$ cat config.mk
export PLATFORM = sky130hd
export DESIGN_NAME = spi_cmd_receiver
export DESIGN_NICKNAME = d
export VERILOG_FILES = /design/src/rtl/spi_cmd_pkg.sv /design/src/rtl/cmd_shift_in.sv /design/src/rtl/cmd_post_window.sv /design/src/rtl/cmd_readback.sv /design/src/rtl/spi_cmd_receiver.sv
export SDC_FILE = /design/constraint.sdc
export NUM_CORES = 1
export LEC_CHECK = 0
export CORE_ASPECT_RATIO = 1.25
export CORE_MARGIN = 2
export CORE_UTILIZATION = 25
export CTS_BUF_LIST = sky130_fd_sc_hd__clkbuf_8
export CTS_CLUSTER_DIAMETER = 120
export CTS_CLUSTER_SIZE = 28
export DETAILED_ROUTE_END_ITERATION = 6
export GPL_TIMING_DRIVEN = 1
export HOLD_SLACK_MARGIN = 0.08
export PLACE_DENSITY = 0.54
export SLEW_MARGIN = 20
export SYNTH_ARGS = -nofsm -noshare
export SYNTH_HDL_FRONTEND = slang
export SYNTH_SLANG_ARGS = --single-unit
$ cat constraint.sdc
create_clock -name clk -period 3.1 [get_ports clk]
set_clock_uncertainty 0.15 [all_clocks]
set_input_delay 0.62 -clock clk [delete_from_list [all_inputs] [get_ports clk]]
set_output_delay 0.62 -clock clk [all_outputs]
set_load 0.02 [all_outputs]
$ cat src/rtl/spi_cmd_pkg.sv
// Shared field widths and codes for the serial command word receiver.
// Assumes a word made of command, address and data fields, sent MSB first.
package spi_cmd_pkg;
    localparam int CMD_W    = 4;
    localparam int ADDR_W   = 8;
    localparam int DATA_W   = 8;
    localparam int WORD_W   = CMD_W + ADDR_W + DATA_W;
    localparam int POST_CYC = 4;
    localparam logic [CMD_W-1:0] READ_CODE = 4'hA;
endpackage

$ cat src/rtl/cmd_shift_in.sv
// Input shifter: assembles serial bits MSB first and counts them while the
// select is low. The count saturates one above the word length so that an
// over-long frame stays distinguishable. Select high clears the count.
module cmd_shift_in #(
    parameter int WORD_W = 20,
    parameter int CNT_W  = 5
) (
    input  logic              clk,
    input  logic              rst_n,
    input  logic              sel_n,
    input  logic              mosi,
    output logic [WORD_W-1:0] word,
    output logic [CNT_W-1:0]  cnt
);
    localparam logic [CNT_W-1:0] CAP = CNT_W'(WORD_W + 1);

    // Shift in one bit per selected edge and track how many arrived.
    always_ff @(posedge clk) begin
        if (!rst_n) begin
            word <= '0;
            cnt  <= '0;
        end else if (!sel_n) begin
            word <= {word[WORD_W-2:0], mosi};
            if (cnt != CAP) cnt <= cnt + 1'b1;
        end else begin
            cnt <= '0;
        end
    end
endmodule

$ cat src/rtl/cmd_post_window.sv
// Decode window: on the first edge with select high, accepts the word only
// if exactly WORD_W bits arrived. It then counts POST_CYC cycles and pulses
// the strobe on the last one. Assumes the clock keeps running after select
// rises and that POST_CYC >= 2.
module cmd_post_window #(
    parameter int WORD_W   = 20,
    parameter int CNT_W    = 5,
    parameter int POST_CYC = 4
) (
    input  logic              clk,
    input  logic              rst_n,
    input  logic              sel_n,
    input  logic [WORD_W-1:0] word,
    input  logic [CNT_W-1:0]  cnt,
    output logic [WORD_W-1:0] word_q,
    output logic              stb
);
    localparam int WIN_W = $clog2(POST_CYC + 1);
    localparam logic [WIN_W-1:0] LAST = WIN_W'(POST_CYC - 1);

    logic             sel_q;
    logic [WIN_W-1:0] win;
    logic             accept;

    // First high edge after a frame, with a full-length count.
    assign accept = sel_n && !sel_q && (cnt == CNT_W'(WORD_W));

    // Track select, latch the accepted word, run the window and strobe.
    always_ff @(posedge clk) begin
        if (!rst_n) begin
            sel_q  <= 1'b1;
            win    <= '0;
            stb    <= 1'b0;
            word_q <= '0;
        end else begin
            sel_q <= sel_n;
            stb   <= (win == LAST);
            if (accept) begin
                word_q <= word;
                win    <= WIN_W'(1);
            end else if (win != '0) begin
                win <= (win == LAST) ? '0 : win + 1'b1;
            end
        end
    end


    strobe_pulse_chk: assert property (@(posedge clk) disable iff (!rst_n)
        stb |=> !stb);
endmodule

$ cat src/rtl/cmd_readback.sv
// Read-back path: once the command and address fields are in, and the
// command is the read code, loads the byte returned for the address. It
// then shifts that byte out MSB first on the following edges. The output
// is low whenever select is high or no read is active.
module cmd_readback #(
    parameter int               CMD_W     = 4,
    parameter int               ADDR_W    = 8,
    parameter int               DATA_W    = 8,
    parameter int               WORD_W    = 20,
    parameter int               CNT_W     = 5,
    parameter logic [CMD_W-1:0] READ_CODE = 4'hA
) (
    input  logic              clk,
    input  logic              rst_n,
    input  logic              sel_n,
    input  logic [WORD_W-1:0] word,
    input  logic [CNT_W-1:0]  cnt,
    input  logic [DATA_W-1:0] rd_data,
    output logic [ADDR_W-1:0] rd_addr,
    output logic              miso
);
    localparam int HDR_W = CMD_W + ADDR_W;

    logic [DATA_W-1:0] sr;
    logic              act;
    logic              start;

    assign rd_addr = word[ADDR_W-1:0];
    assign start   = !sel_n && (cnt == CNT_W'(HDR_W))
                     && (word[HDR_W-1 -: CMD_W] == READ_CODE);

    // Load the returned byte at the header boundary, then shift it left.
    always_ff @(posedge clk) begin
        if (!rst_n || sel_n) begin
            sr  <= '0;
            act <= 1'b0;
        end else if (start) begin
            sr  <= rd_data;
            act <= 1'b1;
        end else if (act) begin
            sr <= {sr[DATA_W-2:0], 1'b0};
        end
    end

    assign miso = act && !sel_n && sr[DATA_W-1];
endmodule

$ cat src/rtl/spi_cmd_receiver.sv
// Top of the serial command word receiver: ties the input shifter, the
// decode window and the read-back path together, and splits the accepted
// word into its command, address and data fields. The clock is the serial
// clock itself; the reset is synchronous to it.
module spi_cmd_receiver
    import spi_cmd_pkg::*;
#(
    parameter int CMD_W_P    = CMD_W,
    parameter int ADDR_W_P   = ADDR_W,
    parameter int DATA_W_P   = DATA_W,
    parameter int POST_CYC_P = POST_CYC
) (
    input  logic                clk,
    input  logic                rst_n,
    input  logic                sel_n,
    input  logic                mosi,
    output logic                miso,
    output logic [ADDR_W_P-1:0] rd_addr,
    input  logic [DATA_W_P-1:0] rd_data,
    output logic                cmd_stb,
    output logic [CMD_W_P-1:0]  cmd_code,
    output logic [ADDR_W_P-1:0] cmd_addr,
    output logic [DATA_W_P-1:0] cmd_data
);
    localparam int W_W   = CMD_W_P + ADDR_W_P + DATA_W_P;
    localparam int C_W   = $clog2(W_W + 2);
    localparam int HDR_W = CMD_W_P + ADDR_W_P;

    logic [W_W-1:0] word;
    logic [W_W-1:0] word_q;
    logic [C_W-1:0] cnt;

    cmd_shift_in #(.WORD_W(W_W), .CNT_W(C_W)) u_shift (
        .clk(clk), .rst_n(rst_n), .sel_n(sel_n), .mosi(mosi),
        .word(word), .cnt(cnt)
    );

    cmd_post_window #(.WORD_W(W_W), .CNT_W(C_W), .POST_CYC(POST_CYC_P)) u_win (
        .clk(clk), .rst_n(rst_n), .sel_n(sel_n), .word(word), .cnt(cnt),
        .word_q(word_q), .stb(cmd_stb)
    );

    cmd_readback #(
        .CMD_W(CMD_W_P), .ADDR_W(ADDR_W_P), .DATA_W(DATA_W_P),
        .WORD_W(W_W), .CNT_W(C_W), .READ_CODE(CMD_W_P'(READ_CODE))
    ) u_rb (
        .clk(clk), .rst_n(rst_n), .sel_n(sel_n), .word(word), .cnt(cnt),
        .rd_data(rd_data), .rd_addr(rd_addr), .miso(miso)
    );

    // Field split of the held word.
    assign cmd_code = word_q[W_W-1 -: CMD_W_P];
    assign cmd_addr = word_q[DATA_W_P +: ADDR_W_P];
    assign cmd_data = word_q[DATA_W_P-1:0];


    field_hold_chk: assert property (@(posedge clk) disable iff (!rst_n)
        cmd_stb |-> ($stable(cmd_code) && $stable(cmd_addr) && $stable(cmd_data)));


    miso_window_chk: assert property (@(posedge clk) disable iff (!rst_n)
        miso |-> (cnt > C_W'(HDR_W)));

    generate
        if (POST_CYC_P == 4) begin : g_gap

            strobe_gap_chk: assert property (@(posedge clk) disable iff (!rst_n)
                cmd_stb |-> $past(sel_n, 4));
        end
    endgenerate
endmodule

# Word-level counts from Yosys, hierarchy flattened

Index checks and enable logic that the tools add are counted.

Reductions and logical operators: 15
Equality and inequality tests: 5
Muxes and demuxes: 5
Add/subtract/negate cells: 2
Bitwise logic cells: 1

Operators with widths:

| cell                | count |
|---|---|
| $mux 8              | 2 |
| $logic_and 1x1->1   | 6 |
| $add 5x1->5 const B | 1 |
| $eq 5x4->1 const B  | 1 |
| $eq 5x5->1 const B  | 1 |
| $ne 5x5->1 const B  | 1 |
| $eq 4x4->1 const B  | 1 |
| $reduce_bool 2->1   | 2 |
| $reduce_or 2->1     | 2 |
| $add 3x1->3 const B | 1 |
| $eq 3x2->1 const B  | 1 |
| $logic_not 1->1     | 3 |
| $mux 3              | 1 |
| $reduce_bool 3->1   | 1 |
| $mux 1              | 2 |
| $logic_or 1x1->1    | 1 |
| $not 1->1           | 1 |

Word-level logic and storage cells: 37
Input port bits: 12
Register bits: 59

# Logic depth before layout (Yosys ltp)

Gate-level depths: netlist (run 1).

Word-level depth: 4
Depth in mapped cells: 6

# Hierarchy

Synthesis (run 1) repeated with hierarchy kept, for this count alone.

Cells, all modules: 254
Area total of the unflattened synthesis: 2,541.2 um^2

By module, submodules not included:

| module          | instances | area an instance (um^2) | cells an instance |
|---|---|---|---|
| cmd_post_window | 1         | 1,031.0                 | 109 |
| cmd_shift_in    | 1         | 974.7                   | 86 |
| cmd_readback    | 1         | 535.5                   | 59 |

# Worst setup path after synthesis (run 1)

No wires, ideal clock.

Kind: input to output
Start: in sel_n
End: out miso
Path buffers: 2
Data required time: 2,330 ps
Arrival time: 1,242 ps
Cell stages on the path: 3
Path slack: 1,088 ps
Cells stage by stage: buf_6 > buf_2 > nor2_1

Longest elaborated chain between the ends: 3

Ends and longest elaborated chain:

| item                           | line                   | text |
|---|---|---|
| start, declared                | spi_cmd_receiver.sv:15 | `input logic sel_n,` |
| $logic_not 1->1                | cmd_readback.sv:45     | `assign miso = act && !sel_n && sr[DATA_W-1];` |
| $logic_and 1x1->1 (2 in a row) | cmd_readback.sv:45     |  |
| end, declared                  | spi_cmd_receiver.sv:17 | `output logic miso,` |

No other way between the ends.

# Worst setup path after layout (run 1)

Ends and elaborated chain as after synthesis.

==> results of run 1 <==
==> power groups by stage <==
stage	Sequential, W	Clock (W)	Combinational [W]
2_1_floorplan	0.000790	0	0.0000599
3_3_place_gp	0.000792	0	0.0000870
3_5_place_dp	0.000792	0	0.0000906
4_1_cts	0.000775	0.000720	0.0000904
5_1_grt	0.000776	0.000752	0.0000989
6_report	0.000775	0.000700	0.0000892
==> metrics by stage <==
step / std cells / util (%) / worst slack, ns / area, um^2
final: 420 / 32.5 / 0.428 / 3120
after global routing: 420 / 32.5 / 0.335 / 3120
after CTS: 420 / 32.5 / 0.396 / 3120
after detailed placement: 405 / 30.5 / 0.398 / 2930
after global placement: 405 / 30.5 / 0.396 / 2930
after floorplan: 260 / - / 1.09 / 2470
==> final timing paths <==
kind                   from          to  slack [ns]  cells after the start
max                   sel_n        miso        0.43                      3
min            u_win.win[2]   u_win.stb        0.32                      1
max reg2reg  u_shift.cnt[0]  u_rb.sr[2]        1.15                      5
min reg2reg    u_win.win[2]   u_win.stb        0.32                      1
==> placed cells by master (no fill, tap or decap), drive strengths merged <==
master / Yosys / routed
bufinv: 0 / 1
ha: 5 / 5
clkinv: 0 / 1
and3: 1 / 1
or3b: 1 / 1
o21ai: 23 / 23
o211a: 7 / 7
mux2: 7 / 7
nand3: 23 / 23
nor2: 26 / 26
a21oi: 23 / 23
nand3b: 5 / 5
dfxtp: 59 / 59
and3b: 2 / 2
xnor2: 3 / 3
nand4bb: 1 / 1
a31oi: 1 / 1
nand2: 5 / 5
xor2: 1 / 1
nor3: 1 / 1
clkbuf: 14 / 11
nand4b: 1 / 1
o21a: 1 / 1
nor3b: 1 / 1
mux2i: 20 / 20
clkdlybuf4s50: 0 / 41
o41ai: 1 / 1
inv: 7 / 9
or4: 8 / 8
buf: 13 / 5
==> layer usage <==
layer  up-vias  wire length (um)
li1        968                 -
met3        14               223
met1       897              2640
met5         -                 0
met2        35              2540
met4         0               132
==> cells by family (layout without fill, tap and decap cells) <==
kind of cell | Yosys count | in the layout | share of synthesized area, %
XOR/XNOR | 4 | 4 | 1.42
adder cells (fa/ha/maj) | 5 | 5 | 2.53
multiplexers | 27 | 27 | 11.3
flip-flops | 59 | 59 | 47.7
buffers and inverters | 34 | 68 | 7.13
AND/OR/NAND/NOR | 75 | 75 | 16.5
AO/OA/AOI/OAI | 56 | 56 | 13.4
==> area by class of cell <==
class	instances	area, um^2	share of cell area [%]
Clock buffer	11	151	4.85
Clock inverter	4	42.5	1.36
Inverter	7	26.3	0.841
Multi-Input combinational cell	167	1120	35.7
Sequential cell	59	1180	37.8
Tap cell	126	158	5.05
Timing Repair Buffer	46	448	14.3
==> flip-flops by register name (all words and copies together), names as in the netlist <==
name / flops
u_shift.cnt: 5
u_rb.sr: 8
u_win.word_q: 20
u_rb.act: 1
u_win.win: 3
u_shift.word: 20
u_win.stb: 1
u_win.sel_q: 1
==> worst max-delay path: stages <==
cell	delay [ns]
clkdlybuf4s50_1	0.51
nor2_1	0.15
clkdlybuf4s50_1	0.61
==> flow_summary_export.csv, run 1 <==
group,metric,value,unit
synth,yosys.area.top_type_share,47.7,%
setup_path,cp-end-kind,"output port",
sta,clock.fmax,0.374,GHz
cts,h-tree-depth,3,
routing,vias,1914,
power,internal-power,0.00121,W
synth,synth_ff_type,"dfxtp_1",
power,p_clk_share,44.7,%
synth,synth_edf_count,0,
routing,drt_first_pass_iters,4,
global_routing,grt_overflow_total,0,
cts,cts_tree,"built",
global_routing,grt_pass1_vias,1896,
global_routing,grt_util_met2,17.1,%
cells_and_area,drive_gt1_share,9.86,%
sta,maxSlewViolCount,0,
floorplan,start_util,25.7,%
setup_path,cp.arrival,1.90,ns
cells_and_area,area_growth,26.3,%
cts,clock_path_buffers,2,
global_routing,grtUsageTotal,11.0,%
synth,synth_area_leaders,"dfxtp_1, mux2i_1, a21oi_1",
synth,avgSynthCellArea,9.51,um^2
power,pwr-share-comb,5.7,%
synth,yosysMostFrequentCell,"dfxtp_1",
cts,post_cts_resized,0,
routing,totalWireLength,5530,um
synth,ys_ff_latch,59,
routing,vias_per_cell,4.56,
floorplan,ios,42,
power,power.total,0.00156,W
cts,post_cts_buffers,0,
routing,wire_per_inst,13.2,um
cts,path_clk_slew,0.06,ns
worst_hold_path,min_path_type,"reg -> reg",
cts,holdBufCountCts,0,
routing,drc,0,
power,powerDensity,501,mW/mm^2
cts,root_buffer,"clkbuf_8",
synth,ys_async_sr_fraction,0,%
sta,setup_tns,0,ns
sta,hold_violations,0,
synth,yosys_warnings,0,
synth,synth_area_leader_cell,"dfxtp_1",
power,p_sw,0.000354,W
floorplan,die_area,0.0107,mm^2
cts,clk_latency,0.34,ns
routing,ant_nets,0,
cells_and_area,nets,307,
cells_and_area,fill_cells,1034,
synth,syn_area,0.00247,mm^2
floorplan,die_w,93.0,um
synth,synth_commonest_cells,"dfxtp_1, nor2_1, a21oi_1, nand3_1, mux2i_1",
global_routing,met1_usage,13.6,%
routing,drt-initial-drc-count,85,
global_routing,grt_max_degree,42,
synth,ys_types,32,
global_routing,grt_pass1_wl,9230,um
sta,tightest_slew,0.850,ns
placed_design,io_buffer_count,41,
sta,fin_hold_ws,0.323,ns
synth,ys_seq_area_share,47.7,%
global_routing,grt_busiest_layer,"met2",
global_routing,met3_usage,2.88,%
setup_path,cp_data_required_time,2.33,ns
power,p_seq_share,49.6,%
power,irDropWorstVdd,0.231,mV
synth,syn-num-nets,277,
job,maxCapViolCount,0,
synth,syn_inst,260,
sta,fin_crit_sh,86.2,%
setup_path,path_max_fanout,6,
placed_design,finalWeightedCongestion,0.705,
placed_design,hpwl,3600,um
power,swShare,22.6,%
sta,relSlewSlack,43.3,%
sta,fin_crit,2.67,ns
setup_path,worstSetupPathType,"in -> out",
status,status,"finished clean",
cts,cts_buffers,9,
cts,clock-sinks,59,
setup_path,setup.worst_path.start_class,"input port",
sta,grt_setup_unrepaired,"no",
floorplan,placeableCoreArea,0.00961,mm^2
floorplan,row_count,40,
sta,setup_viol,0,
floorplan,dieHeight,115,um
cells_and_area,insertedDiodeCount,0,
global_routing,antenna_found_initial,0,
power,p_leak,1.25,nW
No activity file was read; power rests on OpenSTA's default activity.
==> run 2: changes to the inputs <==
Settings changed: HOLD_SLACK_MARGIN 0.08 to 0.1, SKIP_CTS_REPAIR_TIMING set to 1.
==> results of run 2 <==
Final layout, timing and power as in run 1 (identical DEF).
==> run 3: changes to the inputs <==
--- a/config.mk
+++ b/config.mk
@@ -6,5 +6,5 @@
 export NUM_CORES = 1
 export LEC_CHECK = 0
-export CORE_ASPECT_RATIO = 1.25
+export CORE_ASPECT_RATIO = 0.7
 export CORE_MARGIN = 2
 export CORE_UTILIZATION = 25
--- a/constraint.sdc
+++ b/constraint.sdc
@@ -3,3 +3,3 @@
 set_input_delay 0.62 -clock clk [delete_from_list [all_inputs] [get_ports clk]]
 set_output_delay 0.62 -clock clk [all_outputs]
-set_load 0.02 [all_outputs]
+set_load 0.01 [all_outputs]
==> run 3 against run 2 <==
Compared with the run above:
- sequential share of layout area up 0.14 points
- non-clock buffer count unchanged
- power down 4.8%
- sequential cell count unchanged
- fmax up 3.1%
- utilization down 0.24 points
- design area down 0.36%
- die area about the same
- first-iteration DRC count up 20%
- count of clock-buffer cells in the layout unchanged
- setup slack better by 0.080 ns
- critical path type unchanged
==> flow_summary_export.csv, run 3 (same netlist as run 1, synthesis figures left out) <==
group,metric,value,unit
setup_path,cp.arrival,1.82,ns
floorplan,die_area,0.0107,mm^2
placed_design,pre_cts_ws,0.500,ns
sta,tightest_slew,0.835,ns
cts,clock_path_buffers,2,
power,p_sw,0.000355,W
power,p_clk_share,42.1,%
placed_design,hpwl,3520,um
setup_path,cp_data_required_time,2.33,ns
cells_and_area,nets,307,
cts,h-tree-depth,3,
placed_design,finalWeightedCongestion,0.741,
cells_and_area,final_cell_mix,"dfxtp_1, clkdlybuf4s50_1, nor2_1",
routing,totalWireLength,5450,um
routing,wire_per_inst,12.9,um
status,status,"finished clean",
cts,path_clk_slew,0.06,ns
setup_path,path_max_fanout,3,
placed_design,io_buffer_count,41,
floorplan,placeableCoreArea,0.00965,mm^2
setup_path,setup.worst_path.start_class,"input port",
routing,vias_per_cell,4.53,
sta,maxSlewViolCount,0,
routing,vias,1917,
cts,cts_buffers,9,
cells_and_area,area_growth,25.8,%
cts,cts_tree,"built",
power,irDropWorstVdd,0.206,mV
worst_hold_path,min_path_type,"reg -> reg",
cells_and_area,insertedDiodeCount,0,
floorplan,row_count,30,
sta,fin_hold_ws,0.321,ns
power,internal-power,0.00113,W
power,swShare,23.8,%
global_routing,grt_max_degree,42,
cts,clock-sinks,59,
power,p_seq_share,52.1,%
job,maxCapViolCount,0,
sta,relSlewSlack,44.3,%
floorplan,dieHeight,87.2,um
global_routing,grt_pass1_vias,1811,
cts,root_buffer,"clkbuf_8",
cells_and_area,final_core_util,32.3,%
cells_and_area,fill_cells,999,
cells_and_area,drive_gt1_share,10.5,%
routing,drt_first_pass_iters,5,
global_routing,antenna_found_initial,0,
cells_and_area,reg_top3,"u_shift.word (20), u_win.word_q (20), u_rb.sr (8)",
global_routing,grt_pass1_wl,8990,um
power,pwr-share-comb,5.8,%
routing,drt-initial-drc-count,102,
global_routing,grt_overflow_total,0,
sta,hold_violations,0,
floorplan,die_w,123,um
sta,setup_viol,0,
setup_path,worstSetupPathType,"in -> out",
power,p_leak,1.23,nW
placed_design,placed_cells,407,
sta,setup_tns,0,ns
global_routing,grtUsageTotal,11.0,%
cts,clk_latency,0.33,ns
power,powerDensity,478,mW/mm^2
sta,grt_setup_unrepaired,"no",
floorplan,start_util,25.6,%
sta,clock.fmax,0.386,GHz
sta,fin_crit,2.59,ns
floorplan,ios,42,
sta,fin_crit_sh,83.6,%
routing,ant_nets,0,
cells_and_area,mostFrequentLayoutCell,"dfxtp_1",
setup_path,cp-end-kind,"output port",
sta,setup_slack,0.508,ns
cells_and_area,instances_no_fill,423,
routing,drc,0,
-- run 3: final timing paths --
| path | start | end | slack, ns | cells after the start |
|---|---|---|---|---|
| worst max register to register | u_shift.cnt[0] | u_rb.sr[2] | 1.13 | 5 |
| worst max-delay path | sel_n | miso | 0.51 | 3 |
| worst min-delay path | u_win.win[2] | u_win.stb | 0.32 | 1 |
| worst min register to register | u_win.win[2] | u_win.stb | 0.32 | 1 |
-- run 3: critical path, cell delays in order --
cell and delay (ns):
clkdlybuf4s50_1 0.47, nor2_1 0.14, clkdlybuf4s50_1 0.59
-- run 3: stage by stage --
step,instance area [um^2],total power (W)
after floorplan,2470,0.000849
after global placement,2930,0.000878
after detailed placement,2930,0.000880
after CTS,3110,0.00152
after global routing,3110,0.00156
final,3110,0.00149
-- run 3: area by class of cell --
type / count / area, um^2 / share of cell area (%)
Sequential cell: 59 / 1180 / 38.0
Clock inverter: 5 / 28.8 / 0.925
Multi-Input combinational cell: 167 / 1120 / 35.9
Tap cell: 128 / 160 / 5.15
Timing Repair Buffer: 46 / 448 / 14.4
Clock buffer: 11 / 151 / 4.87
Inverter: 7 / 26.3 / 0.844
-- run 3: layer usage --
metal  track usage [%]  part of all wire (%)  up-vias
li1                  -                     -      972
met1              15.0                    53      908
met4              4.08                   1.0        0
met2              15.7                    41       33
met3              4.12                   4.5        4
met5                 0                     0        -
-- run 3: power by group through the flow --
| stage | Sequential, W | Combinational (W) | Clock [W] |
|---|---|---|---|
| final | 0.000776 | 0.0000867 | 0.000627 |
| after global routing | 0.000776 | 0.0000982 | 0.000683 |
| after CTS | 0.000775 | 0.0000880 | 0.000655 |
| after detailed placement | 0.000792 | 0.0000879 | 0 |
| after global placement | 0.000792 | 0.0000857 | 0 |
| after floorplan | 0.000790 | 0.0000586 | 0 |
